--- config.mk ---
export PLATFORM = sky130hd
export DESIGN_NAME = nibble_accum
export DESIGN_NICKNAME = d
export VERILOG_FILES = /design/src/rtl/nibble_accum_pkg.sv /design/src/rtl/acc_tick_gen.sv /design/src/rtl/acc_alu.sv /design/src/rtl/acc_reg.sv /design/src/rtl/acc_seg7.sv /design/src/rtl/nibble_accum.sv
export SDC_FILE = /design/constraint.sdc
export NUM_CORES = 1
export LEC_CHECK = 0
export ABC_AREA = 1
export BUFFER_PORTS_ARGS = -buffer_cell sky130_fd_sc_hd__buf_2
export CAP_MARGIN = 20
export CORE_ASPECT_RATIO = 1.5
export CORE_MARGIN = 2
export CORE_UTILIZATION = 60
export DETAILED_ROUTE_END_ITERATION = 8
export PLACE_DENSITY = 0.8
export REMOVE_ABC_BUFFERS = 1
export SETUP_SLACK_MARGIN = 0.1
export SYNTH_ARGS = -nofsm -noshare
export SYNTH_HDL_FRONTEND = slang
export SYNTH_HIERARCHICAL = 1
export SYNTH_SLANG_ARGS = --single-unit
export TNS_END_PERCENT = 10
--- constraint.sdc ---
create_clock -name clk -period 2.3 [get_ports clk]
set_clock_uncertainty 0.15 [all_clocks]
set_input_delay 0.46 -clock clk [delete_from_list [all_inputs] [get_ports clk]]
set_output_delay 0.46 -clock clk [all_outputs]
set_load 0.005 [all_outputs]
--- src/rtl/nibble_accum_pkg.sv ---
package nibble_accum_pkg;

  localparam int unsigned ACC_W = 4;
  localparam int unsigned SEG_W = 7;

  typedef logic [ACC_W-1:0] nib_t;
  typedef logic [SEG_W-1:0] seg_t;

  typedef enum logic [1:0] {
    OP_KEEP = 2'b00,
    OP_INC  = 2'b01,
    OP_SUM  = 2'b10,
    OP_MASK = 2'b11
  } op_e;

  // ALU arithmetic; the carry out of the adds is dropped
  function automatic nib_t alu_eval(op_e op, nib_t a, nib_t b);
    nib_t y;
    case (op)
      OP_KEEP: y = a;
      OP_INC:  y = a + nib_t'(1);
      OP_SUM:  y = a + b;
      default: y = a & b;
    endcase
    return y;
  endfunction

  // lit segments, active high, order {g,f,e,d,c,b,a}
  function automatic seg_t hex_glyph(nib_t v);
    seg_t s;
    case (v)
      4'h0: s = 7'b0111111;
      4'h1: s = 7'b0000110;
      4'h2: s = 7'b1011011;
      4'h3: s = 7'b1001111;
      4'h4: s = 7'b1100110;
      4'h5: s = 7'b1101101;
      4'h6: s = 7'b1111101;
      4'h7: s = 7'b0000111;
      4'h8: s = 7'b1111111;
      4'h9: s = 7'b1101111;
      4'hA: s = 7'b1110111;
      4'hB: s = 7'b1111100;
      4'hC: s = 7'b0111001;
      4'hD: s = 7'b1011110;
      4'hE: s = 7'b1111001;
      default: s = 7'b1110001;
    endcase
    return s;
  endfunction

endpackage

--- src/rtl/acc_tick_gen.sv ---
module acc_tick_gen #(
  parameter int unsigned DIV = 8
) (
  input  logic clk,
  input  logic rst_n,
  output logic step
);
  generate
    if (DIV <= 1) begin : g_every
      assign step = rst_n;
    end else begin : g_count
      localparam int unsigned CW = $clog2(DIV);
      localparam logic [CW-1:0] LAST = CW'(DIV - 1);
      logic [CW-1:0] cnt;

      assign step = (cnt == LAST);

      always_ff @(posedge clk or negedge rst_n) begin
        if (!rst_n)    cnt <= '0;
        else if (step) cnt <= '0;
        else           cnt <= cnt + CW'(1);
      end
    end
  endgenerate
endmodule

--- src/rtl/acc_alu.sv ---
module acc_alu
  import nibble_accum_pkg::*;
(
  input  op_e  op,
  input  nib_t a,
  input  nib_t b,
  output nib_t y
);
  assign y = alu_eval(op, a, b);
endmodule

--- src/rtl/acc_reg.sv ---
module acc_reg
  import nibble_accum_pkg::*;
(
  input  logic clk,
  input  logic rst_n,
  input  logic en,
  input  nib_t d,
  output nib_t q
);
  always_ff @(posedge clk or negedge rst_n) begin
    if (!rst_n)  q <= '0;
    else if (en) q <= d;
  end
endmodule

--- src/rtl/acc_seg7.sv ---
module acc_seg7
  import nibble_accum_pkg::*;
(
  input  nib_t val,
  output seg_t seg_n
);
  assign seg_n = ~hex_glyph(val);
endmodule

--- src/rtl/nibble_accum.sv ---
module nibble_accum
  import nibble_accum_pkg::*;
#(
  parameter int unsigned CLK_HZ  = 50_000_000,
  parameter int unsigned STEP_HZ = 1,
  parameter int unsigned SIM_DIV = 0
) (
  input  logic       clk,
  input  logic       rst_n,
  input  logic [3:0] opnd_b,
  input  logic [1:0] op_sel,
  output logic [3:0] acc_q,
  output logic [6:0] seg_n
);
  localparam int unsigned DIV = (SIM_DIV != 0) ? SIM_DIV : (CLK_HZ / STEP_HZ);

  logic step;
  nib_t alu_y;
  nib_t state_q;
  op_e  op;

  assign op = op_e'(op_sel);

  acc_tick_gen #(.DIV(DIV)) u_tick (
    .clk   (clk),
    .rst_n (rst_n),
    .step  (step)
  );

  acc_alu u_alu (
    .op (op),
    .a  (state_q),
    .b  (opnd_b),
    .y  (alu_y)
  );

  acc_reg u_reg (
    .clk   (clk),
    .rst_n (rst_n),
    .en    (step),
    .d     (alu_y),
    .q     (state_q)
  );

  acc_seg7 u_seg (
    .val   (state_q),
    .seg_n (seg_n)
  );

  assign acc_q = state_q;
endmodule

# [Word level (Yosys, flattened, before mapping)]
# Memories as Yosys holds them, arrays and structs flattened.
# Cells that the tools add are included.
[op_classes] add_sub_neg=3 n_eq_ne=3 mux=2 n_bitwise=3 n_reduce_logical=2
[ops] op="adder 26 x 1 -> 26 bit, second input constant" count=1
[ops] op="== test 26 bit, second input constant" count=1
[ops] op="2-to-1 mux 26 bit" count=1
[ops] op="case mux 4 bit (3 select lines)" count=1
[ops] op="inverter 7 bit" count=1
[ops] op="adder 4 x 1 -> 4 bit, second input constant" count=1
[ops] op="adder 4 bit" count=1
[ops] op="AND 4 bit" count=1
[ops] op="== test 2 x 1 -> 1 bit, second input constant" count=1
[ops] op="== test 2 bit, second input constant" count=1
[ops] op="logical NOT 2 bit" count=1
[ops] op="AND reduction 2 bit" count=1
[ops] op="inverter 1 bit" count=1
[totals] register_bits=30 mem_bits_ro=112 in_bits=8 out_inout_bits=11 word_cells=16 mem_count=1
[mem_list] name="(no name shown)" words=16 width=7 rd=1 rd_clocked_by_memory_dff=0 wr=0 line="nibble_accum_pkg.sv:31" text="case (v)"

# [Longest topological paths before layout]
[logic_depth] depth_word=3 depth_mapped=15 mapped_depth_nobuf=15

# [By module]
# The synthesis kept the hierarchy.
[by_module_without_submodules] mod="acc_tick_gen" n_inst=1 cells_per_inst=214 area_each_um2=1520.2 seq_area_each_um2=650.6
[by_module_without_submodules] mod="acc_alu" n_inst=1 cells_per_inst=53 area_each_um2=292.8 seq_area_each_um2=0.0
[by_module_without_submodules] mod="acc_seg7" n_inst=1 cells_per_inst=48 area_each_um2=261.5 seq_area_each_um2=0.0
[by_module_without_submodules] mod="acc_reg" n_inst=1 cells_per_inst=17 area_each_um2=148.9 seq_area_each_um2=100.1

# [Worst setup path before layout]
# OpenSTA, ideal clock, no wires.
[synth_timing] path_kind="input to register" from="input op_sel[0]" to="register u_reg.q[1]" setup_time_ps=118 arrival_ps=1814 required_ps=2032 slack_ps=219 path_stages=11 n_path_buf=0 cell_sequence="inv_1 -> ha_1 -> nand2_1 -> ha_1 -> inv_1 -> fa_1 -> inv_1 -> a22oi_1 -> o21ai_0 -> nand2_1 -> nand2_1"
[synth_via] elab_cells_between_ends=6 cone_classes="2 x eq/ne; 1 x mux; 1 x bitwise; 2 x reduce/logical"
[synth_lines] element="from (decl)" line="nibble_accum.sv:11" text="input logic [1:0] op_sel,"
[synth_lines] element="== test 2 bit, or another cell as far along" line="nibble_accum_pkg.sv:19" text="case (op)"
[synth_lines] element="case mux 4 bit (3 select lines) (*)" line="nibble_accum_pkg.sv:19"
[synth_lines] element="net alu_y[1]" line="nibble_accum.sv:18" text="nib_t alu_y;"
[synth_lines] element="to (signal assigned)" line="acc_reg.sv:11" text="if (!rst_n) q <= '0;"
[synth_lines] element="to (signal assigned)" line="acc_reg.sv:12" text="else if (en) q <= d;"
[synth_lines] element="to (decl)" line="acc_reg.sv:8" text="output nib_t q"
# Mark *: on every way through the listed nets, which the timed path passes. The rest lies on a longest branch.
# A chain may end at the register's enable or synchronous reset.

# [Worst setup path after layout]
[layout_timing] from="register u_reg.q[0]" to="output seg_n[3]"
[layout_via] elab_chain_cells=2
[layout_lines] element="memory (16 x 7 bit)"
[layout_lines] element="inverter 7 bit" line="acc_seg7.sv:7" text="assign seg_n = ~hex_glyph(val);"
[layout_lines] element="to (decl)" line="nibble_accum.sv:13" text="output logic [6:0] seg_n"
# Every way passes these cells.

==> impl_metrics.tcl <==
set metrics [dict create \
    status "complete, no violations" \
    grt_pass1_wl_mm 8.38 \
    rsz0062_at_grt "no" \
    rows 27 \
    slew_headroom 0.567 \
    finalNonFillerCells 401 \
    overflow 0 \
    start_util 0.615 \
    cp.required_ps 1690 \
    crit_path_start_kind "flop" \
    critPathMaxFanout 6 \
    crit_buf_inv 3 \
    fp.dieArea_um2 4220 \
    vias 2135 \
    drc 0 \
    p_comb_frac 0.058 \
    power_density_nw_per_um2 397 \
    drv_slew 0 \
    grt_start_max_net_pins 31 \
    fmax_mhz 477 \
    synth-seq-cells 30 \
    p_sw_mw 0.217 \
    grt_antenna_before_repair 0 \
    detail_route.wl_per_cell_um 12.4 \
    dieWidth_um 53.7 \
    endpoint_kind "output pin" \
    min_period_ps 2090 \
    ant_nets 0 \
    cts_tree "built" \
    p_total_mw 0.973 \
    core-area_um2 3610 \
    synth_top_cell_area_share 0.338 \
    clk_path_buf_depth 2 \
    clkTransAtPathRegs_ps 60 \
    yosysSeqAreaShare 0.338 \
    diodes 0 \
    multi_input_area_um2 1290 \
    cts_setup_buffers 0 \
    tightest_slew_ps 649 \
    placed_cells 394 \
    dp_hpwl_mm 3.79 \
    regArea_um2 753 \
    clock_latency_ps 280 \
    syn-instance-count 332 \
    cp_top_family "flip-flops" \
    drv_cap 0 \
    critPathKind "flop to output pin" \
    ir_worst_vdd_uv 451 \
    flow.area_growth_from_synthesis_pct 10.2 \
    gp_congestion 0.873 \
    synth_cell_types 24 \
    pwr-share-seq 0.543 \
    crit_slowest_cell "dfrtp_2" \
    ctsHoldBuffers 0 \
    ctsResizeCount 0 \
    final.fill_count 335 \
    clockPowerShare 0.399 \
    viasPerCell 5.32 \
    drive_gt1_frac 0.115 \
    firstDrtPassIters 4 \
    track_usage 0.270 \
    cp.arrival_ps 1480 \
    initialDrtViolationCount 74 \
    synth_area_um2 2220 \
    fin_ws_ps 205 \
    setup_viol 0 \
    finalCritPeriodShare 0.911 \
    ff2ff_setup_slack_ps 460 \
    ios 19 \
    cts_buffers 5 \
    synth_top_cell_by_area "dfrtp_1" \
    dieHeight_um 78.6 \
    p_sw_frac 0.223 \
    cts_sinks 30 \
    syn_avg_cell_area_um2 6.70 \
    port_buffers 18 \
    internal_power_mw 0.756 \
    nNetsFinal 381 \
    cpPeakStageDelay_ps 430 \
    place_ws_ps -7.47 \
    p_leak_nw 1.27 \
    cp_cell_sequence "inv_2 -> ha_1 -> inv_1 -> nand2_1 -> nand2_1 -> nand2_1 -> nand2_1 -> buf_2" \
    hold_class "input port to asynchronous set/reset pin" \
    crit_top_cell "nand2_1" \
    cts_root_buffer "clkbuf_8" \
    setup_tns_ps 0 \
    wl_mm 4.99 \
    grt_pass1_vias 2105 \
    timing.final.hold_violations 0 \
    yosysWarningCount 6 \
    htreeDepth 2 \
    yosys-top-cells-area "dfrtp_1, nand2_1, nor2_1, ha_1, nand3_1" \
]
-- flip-flops by register name, summed over array words and instances (netlist names) --
name,flops
u_tick/g_count.cnt,26
u_reg/q,4
-- layout make-up --
cell class,instances,share of cell area
inverter,42,0.0664
sequential,30,0.307
tap,43,0.0220
timing repair buffer,21,0.0475
clock buffer,7,0.0312
multi-input combinational,258,0.526
-- worst paths after layout --
check	from	end	depth (start not counted)
max	u_reg/q[0]$_DFFE_PN0P_	seg_n[3]	8
min in group clk	u_tick/g_count.cnt[22]$_DFF_PN0_	u_tick/g_count.cnt[22]$_DFF_PN0_	2
max reg2reg	u_reg/q[0]$_DFFE_PN0P_	u_reg/q[1]$_DFFE_PN0P_	8
min	rst_n	u_tick/g_count.cnt[5]$_DFF_PN0_	1
max in group asynchronous	rst_n	u_reg/q[0]$_DFFE_PN0P_	1
min reg2reg	u_tick/g_count.cnt[22]$_DFF_PN0_	u_tick/g_count.cnt[22]$_DFF_PN0_	2
-- worst register-to-register path, stage by stage, from the launching register on --
cell,delay (ps)
dfrtp_2,450
ha_1,240
inv_1,90
fa_1,410
inv_1,70
a22oi_1,60
o21ai_0,150
nand2_1,70
nand2_1,80
-- stage by stage --
step / hold slack [ps] / cell area [um2] / utilization
after floorplan: 14.4 / 2200 / -
after global placement: 373 / 2370 / 0.655
after detailed placement: 377 / 2370 / 0.655
after CTS: 73.6 / 2440 / 0.676
after global routing: 128 / 2450 / 0.678
final: 52.5 / 2450 / 0.678
-- layer usage --
layer | GRT usage | part of all wire | up-vias
li1 | - | - | 1074
met1 | 0.250 | 0.39 | 972
met2 | 0.521 | 0.54 | 73
met3 | 0.0475 | 0.039 | 16
met4 | 0.131 | 0.032 | 0
met5 | 0 | 0 | -
-- logic make-up (layout without fill, tap and decap cells) --
logic type,Yosys count,count (layout),share of synthesized area
and+or+nand+nor,210,210,0.388
AOI/OAI and AO/OA,17,17,0.0405
adders and majority gates,15,15,0.0878
buffers and inverters,44,70,0.0833
DFF,30,30,0.338
xor gates and xnor gates,16,16,0.0630
-- synth_stat cells, drive strengths merged --
library cell and n:
nand2 105, nor2 66, inv 42, nand3 32, dfrtp 30, ha 14, xor2 12, a21oi 9
o21ai 6, xnor2 4, nor3 3, and2 2, buf 2, a22oi 1, fa 1, nand4 1
o21bai 1, or2 1
-- placed cells by master (no fill, tap or decap), drive strengths merged --
cell type  netlist  routed
nand2          105     105
nor2            66      66
inv             42      42
nand3           32      32
dfrtp           30      30
buf              2      21
ha              14      14
xor2            12      12
a21oi            9       9
clkbuf           0       7
o21ai            6       6
xnor2            4       4
nor3             3       3
and2             2       2
a22oi            1       1
fa               1       1
or2              1       1
nand4            1       1
o21bai           1       1
-- power groups by stage --
stage / Combinational, mW / Sequential [mW] / Clock [mW]
after CTS: 0.0570 / 0.528 / 0.402
after global routing: 0.0662 / 0.528 / 0.414
final: 0.0569 / 0.528 / 0.388
after global placement: 0.0557 / 0.537 / 0
after detailed placement: 0.0567 / 0.537 / 0
after floorplan: 0.0317 / 0.538 / 0
Power figures use the tool's default switching activity.
